--- config.mk ---
export PLATFORM = sky130hd
export DESIGN_NAME = autoack_engine
export DESIGN_NICKNAME = d
export VERILOG_FILES = /design/src/rtl/autoack_pkg.sv /design/src/rtl/ack_rules.sv /design/src/rtl/ack_writer.sv /design/src/rtl/ack_turnaround.sv /design/src/rtl/autoack_engine.sv
export SDC_FILE = /design/constraint.sdc
export NUM_CORES = 1
export LEC_CHECK = 0
export ABC_AREA = 1
export BUFFER_PORTS_ARGS = -buffer_cell sky130_fd_sc_hd__buf_2
export CELL_PAD_IN_SITES_DETAIL_PLACEMENT = 0
export CELL_PAD_IN_SITES_GLOBAL_PLACEMENT = 1
export CORE_ASPECT_RATIO = 1.5
export CORE_MARGIN = 5
export CORE_UTILIZATION = 35
export DETAILED_ROUTE_END_ITERATION = 8
export GPL_ROUTABILITY_DRIVEN = 0
export PLACE_DENSITY = 0.84
export SYNTH_ARGS = -nofsm -noshare
export SYNTH_HDL_FRONTEND = slang
export SYNTH_SLANG_ARGS = --single-unit
--- constraint.sdc ---
create_clock -name clk -period 1.89 [get_ports clk]
set_clock_uncertainty 0.2 [all_clocks]
set_input_delay 0.0945 -clock clk [delete_from_list [all_inputs] [get_ports clk]]
set_output_delay 0.0945 -clock clk [all_outputs]
set_load 0.02 [all_outputs]
--- src/rtl/autoack_pkg.sv ---
package autoack_pkg;
  localparam int ACK_BYTES = 4;
  localparam int IDX_W     = $clog2(ACK_BYTES);

  localparam logic [2:0] FT_BEACON  = 3'd0;
  localparam logic [2:0] FT_ACK     = 3'd2;
  localparam int         REQ_BIT    = 5;
  localparam int         PEND_BIT   = 4;
  localparam logic [7:0] ACK_LEN    = 8'd5;
  localparam logic [7:0] ACK_FCF_LO = 8'h02;
  localparam logic [7:0] ACK_FCF_HI = 8'h00;

  typedef enum logic [1:0] {
    ST_IDLE   = 2'd0,
    ST_BUILD  = 2'd1,
    ST_WAIT   = 2'd2,
    ST_TXWAIT = 2'd3
  } ack_state_e;
endpackage

--- src/rtl/ack_rules.sv ---
module ack_rules
  import autoack_pkg::*;
(
  input  logic        en,
  input  logic        promisc,
  input  logic        pend_cfg,
  input  logic [15:0] fcf,
  input  logic        is_datareq,
  output logic        want_ack,
  output logic        pend
);
  logic [2:0] ftype;

  always_comb begin
    ftype    = fcf[2:0];
    want_ack = en && !promisc && fcf[REQ_BIT] &&
               (ftype != FT_BEACON) && (ftype != FT_ACK);
    pend     = pend_cfg && is_datareq;
  end
endmodule

--- src/rtl/ack_writer.sv ---
module ack_writer
  import autoack_pkg::*;
#(
  parameter int AW = 7
) (
  input  logic          clk,
  input  logic          rst,
  input  logic          go,
  input  logic [7:0]    seq,
  input  logic          pend,
  output logic          buf_we,
  output logic [AW-1:0] buf_addr,
  output logic [7:0]    buf_wdata,
  output logic          last
);
  logic [IDX_W-1:0] idx;
  logic [7:0]       byte_val;

  always_comb begin
    case (idx)
      2'd0:    byte_val = ACK_LEN;
      2'd1:    byte_val = ACK_FCF_LO | (pend ? (8'd1 << PEND_BIT) : 8'd0);
      2'd2:    byte_val = ACK_FCF_HI;
      default: byte_val = seq;
    endcase
    last = go && (idx == IDX_W'(ACK_BYTES - 1));
  end

  always_ff @(posedge clk) begin
    if (rst) begin
      idx       <= '0;
      buf_we    <= 1'b0;
      buf_addr  <= '0;
      buf_wdata <= '0;
    end else if (go) begin
      buf_we    <= 1'b1;
      buf_addr  <= AW'(idx);
      buf_wdata <= byte_val;
      idx       <= last ? '0 : idx + 1'b1;
    end else begin
      buf_we <= 1'b0;
      idx    <= '0;
    end
  end
endmodule

--- src/rtl/ack_turnaround.sv ---
module ack_turnaround #(
  parameter int DW = 10
) (
  input  logic          clk,
  input  logic          rst,
  input  logic          run,
  input  logic          tick,
  input  logic [DW-1:0] base,
  input  logic [DW-1:0] ext,
  output logic          done
);
  logic          in_ext;
  logic [DW-1:0] rem;

  assign done = run && in_ext && (rem == '0);

  always_ff @(posedge clk) begin
    if (rst) begin
      in_ext <= 1'b0;
      rem    <= '0;
    end else if (!run) begin
      in_ext <= 1'b0;
      rem    <= base;
    end else if (rem != '0) begin
      if (tick) rem <= rem - 1'b1;
    end else if (!in_ext) begin
      in_ext <= 1'b1;
      rem    <= ext;
    end
  end
endmodule

--- src/rtl/autoack_engine.sv ---
module autoack_engine
  import autoack_pkg::*;
#(
  parameter int AW = 7,
  parameter int DW = 10
) (
  input  logic          clk,
  input  logic          rst,
  input  logic          us_tick,
  input  logic          cfg_ack_en,
  input  logic          cfg_promisc,
  input  logic          cfg_pend,
  input  logic [DW-1:0] cfg_base_dly,
  input  logic [DW-1:0] cfg_ext_dly,
  input  logic          rx_accept,
  input  logic [15:0]   rx_fcf,
  input  logic [7:0]    rx_seq,
  input  logic          rx_is_datareq,
  output logic          buf_we,
  output logic [AW-1:0] buf_addr,
  output logic [7:0]    buf_wdata,
  output logic          tx_start,
  input  logic          tx_done,
  output logic          pkt_sent,
  output logic          ready
);
  ack_state_e state;
  logic       want_ack, pend_now, wr_last, dly_done;
  logic [7:0] seq_q;
  logic       pend_q;

  ack_rules u_rules (
    .en(cfg_ack_en), .promisc(cfg_promisc), .pend_cfg(cfg_pend),
    .fcf(rx_fcf), .is_datareq(rx_is_datareq),
    .want_ack(want_ack), .pend(pend_now)
  );

  ack_writer #(.AW(AW)) u_writer (
    .clk(clk), .rst(rst), .go(state == ST_BUILD), .seq(seq_q), .pend(pend_q),
    .buf_we(buf_we), .buf_addr(buf_addr), .buf_wdata(buf_wdata), .last(wr_last)
  );

  ack_turnaround #(.DW(DW)) u_delay (
    .clk(clk), .rst(rst), .run(state == ST_WAIT), .tick(us_tick),
    .base(cfg_base_dly), .ext(cfg_ext_dly), .done(dly_done)
  );

  always_ff @(posedge clk) begin
    if (rst) begin
      state    <= ST_IDLE;
      ready    <= 1'b1;
      tx_start <= 1'b0;
      pkt_sent <= 1'b0;
      seq_q    <= '0;
      pend_q   <= 1'b0;
    end else begin
      tx_start <= 1'b0;
      pkt_sent <= 1'b0;
      case (state)
        ST_IDLE: if (rx_accept && want_ack) begin
          seq_q  <= rx_seq;
          pend_q <= pend_now;
          ready  <= 1'b0;
          state  <= ST_BUILD;
        end
        ST_BUILD: if (wr_last) state <= ST_WAIT;
        ST_WAIT: if (dly_done) begin
          tx_start <= 1'b1;
          state    <= ST_TXWAIT;
        end
        default: if (tx_done) begin
          pkt_sent <= 1'b1;
          ready    <= 1'b1;
          state    <= ST_IDLE;
        end
      endcase
    end
  end
endmodule

==> out/results.tsv <==
metric	value	unit
status	finished, final reports clean	
vias per std cell	4.551	
Switch Pwr	0.0009181	W
Pwr Total	0.002441	W
Reg power frac	0.391	
pin count of the biggest net entering global routing	23	
final WL	5737	um
Die Wd	74.03	um
P per Cell Area	817.4	nW/um^2
proportion of layout cells with a drive suffix above 1	0.2642	
multi-input gate area in the final layout	1219	sq um
max_slew headroom	0.5638	
Synth Register Bits	38	
Setup Viol. Count Final	0	
leak pwr	1.405	nW
kind of critical path	reg -> reg	
htree depth	2	
Comb pwr share	0.376	
post-layout min period	1.757	ns
Int Power	0.001523	W
cells along the critical path	inv_1 > ha_2 > nand2_4 > nor2_8 > nand2_8 > nand2_8 > nand2_8 > nand2_8 > nand2_2 > nor2_1 > nor2_1	
Core Region	6087	sq um
Synth Warn #	0	
1st-pass router iterations	4	
most frequent cells in the layout	nand2_1, buf_2, dfxtp_1	
Post-Synthesis Cells	307	
Worst Path Max Fanout	9	
commonest non-fill, non-tap cell in the layout	nand2_1	
via count of the routed design	2180	
Mapped Area	2152	sq um
max incr delay on CP	0.33	ns
Synth cell types	38	
TritonCTS clock tree	yes	
GR Overflow Total	0	
Sw Share	0.3761	
M1 GR Usage	0.1638	
worst skew pair latency	0.29	ns
sequential area share after synthesis	0.3535	
Final nets	466	
global route hottest layer	met2	
most used cell, CP	nand2_8	
Clock Sink Count	38	
row count	35	
CP Capture Type	flip-flop	
critical path's slowest cell	dfxtp_1	
initial antenna violation count	0	
mean post-synth cell area	7.010	sq um
Reg clk slew, reported paths	0.08	ns
Pins Over Slew Limit	0	
Final Hold Vio Count	0	
Arr. time, crit path	1.74	ns
CP Data Required Time	1.87	ns
worst setup margin	0.1328	ns
via count of the first global-routing pass	2043	
Reg2Reg Depth	11	
# IOs	72	
first-pass GRT wire length	9149	um
Initial Util	0.3535	
Worst Hold End	u_delay.rem[7]	
CTS root buffer	clkbuf_8	
worst slew pin tran	0.6536	ns
Max Cap Viol	0	
Port Buffers	53	
clock power share	0.233	
WHS Path Cells	7	
Reg area	760.7	sq um
Hold Path Class	in -> reg	
Post-DRT Antenna Nets	0	
Max IR drop VDD	0.6399	mV
Antenna diodes	0	
total negative slack	0	ns
pre-CTS setup slack	0.02624	ns
synth-to-layout area growth	38.78	%
Worst setup SP type	flip-flop	
Overall Global Routing Usage	0.1490	
met2 Use GR	0.2684	
die area	7849	sq um
CTS buffer count	5	
DRT iter0 DRCs	55	
RR Endpoint	u_delay.rem[3]	
DP Wirelength	4302	um
DR DRC count	0	
clock buffer depth	2	
Hold Startpoint	cfg_ext_dly[7]	
FF-to-FF setup slack	0.13	ns
Filler cells	607	
FMAX	0.5691	GHz
GR Layer Usage met3	0.02933	
Avg WL per Cell	11.98	um
Die Y	106.0	um
Final period util	0.9297	
worst reg2reg startpoint	u_delay.rem[1]	
-- metal layers --
metal  routed length [um]  share of wire
met1                 2323           0.40
met2                 3027           0.53
met3                  260          0.045
met4                  125          0.022
met5                    0              0
-- power groups by stage --
stage	combinational, W	sequential, W	clock [W]
6_report	0.000917	0.000955	0.000569
2_1_floorplan	0.000535	0.00102	0
4_1_cts	0.000892	0.000954	0.000584
3_3_place_gp	0.000835	0.000970	0
3_5_place_dp	0.000845	0.000971	0
5_1_grt	0.00104	0.000968	0.000613
-- worst max-delay path, delay by kind of cell (launching register included) --
kind / cells / cell delay (ns)
simple gates: 9 / 0.85
buf+inv: 1 / 0.08
fa+ha+maj: 1 / 0.19
flops: 1 / 0.33
-- state kept, by name, indices dropped and copies added, names as in the netlist --
| signal | flops |
|---|---|
| u_delay.rem | 10 |
| seq_q | 8 |
| u_writer.buf_wdata | 8 |
| state | 2 |
| u_writer.buf_addr | 2 |
| u_writer.idx | 2 |
| pend_q | 1 |
| pkt_sent | 1 |
| ready | 1 |
| tx_start | 1 |
| u_delay.in_ext | 1 |
| u_writer.buf_we | 1 |
-- synthesized netlist by cell type --
cell type | n | area (sq um)
a211oi_1 | 1 | 7.510
a21oi_1 | 21 | 105.1
a21oi_2 | 2 | 17.52
a22oi_1 | 1 | 7.510
buf_2 | 4 | 20.02
buf_4 | 6 | 45.04
clkbuf_1 | 3 | 11.26
clkinv_1 | 1 | 3.750
conb_1 | 1 | 3.750
dfxtp_1 | 38 | 760.7
ha_1 | 9 | 112.6
inv_1 | 34 | 127.6
inv_2 | 4 | 15.01
nand2_1 | 67 | 251.5
nand2_2 | 5 | 31.28
nand2_4 | 3 | 33.78
nand2_8 | 2 | 40.04
nand3_1 | 25 | 125.1
nand3_2 | 1 | 10.01
nand3_4 | 1 | 17.52
nand3b_1 | 2 | 15.01
nand4_1 | 3 | 18.77
nand4_2 | 1 | 12.51
nor2_1 | 36 | 135.1
nor2_4 | 1 | 11.26
nor2_8 | 1 | 20.02
nor3_1 | 2 | 10.01
o2111ai_1 | 1 | 8.760
o21a_1 | 1 | 7.510
o21ai_0 | 20 | 100.1
o21ai_1 | 3 | 15.01
o21ai_2 | 1 | 8.760
o21bai_1 | 1 | 7.510
o31ai_1 | 1 | 7.510
or2_0 | 1 | 6.260
or2_1 | 1 | 6.260
or2_2 | 1 | 6.260
xor2_1 | 1 | 8.760
-- layout make-up --
type,count,share of cell area
repair buffers,99,0.2271
inverters,39,0.04902
clock buffers,5,0.02304
multi-input cells,221,0.4080
clock inverters,3,0.007122
well taps,74,0.03100
flip-flops and latches,38,0.2547
-- worst max-delay path by stage --
stage	depth (start not counted)	start	end
5_1_grt	10	u_delay.rem[1]	state[0]
4_1_cts	6	state[0]	seq_q[5]
2_1_floorplan	11	u_delay.rem[0]	u_delay.rem[2]
3_3_place_gp	6	state[0]	seq_q[5]
3_5_place_dp	6	state[0]	seq_q[5]
6_report	11	u_delay.rem[1]	u_delay.rem[3]
-- stage by stage --
step                      std cells  utilization  instance area (sq um)  hold WS, ns
after CTS                       472       0.4763                   2899     0.003814
after global routing            479       0.4906                   2987      0.06151
after global placement          437       0.4171                   2539       0.1759
final                           479       0.4906                   2987     0.006208
after detailed placement        437       0.4171                   2539       0.1762
after floorplan                 311            -                   2167     -0.02871
-- cells by family after synthesis --
| family | count (synthesis) | share of synthesized area |
|---|---|---|
| AOI/OAI and AO/OA | 53 | 0.1361 |
| and+or+nand+nor | 153 | 0.3488 |
| other | 1 | 0.001743 |
| xor gates and xnor gates | 1 | 0.004071 |
| buffers and inverters | 52 | 0.1035 |
| DFF | 38 | 0.3535 |
| adders and majority gates | 9 | 0.05233 |
-- what timing repair did --
action	in CTS	in global routing
gates resized for setup	0	8
endpoints found under the hold margin	21	0
hold buffers	27	0
setup endpoints to repair	0	17
buffers inserted	0	7
(Power assumes the default switching activity.)
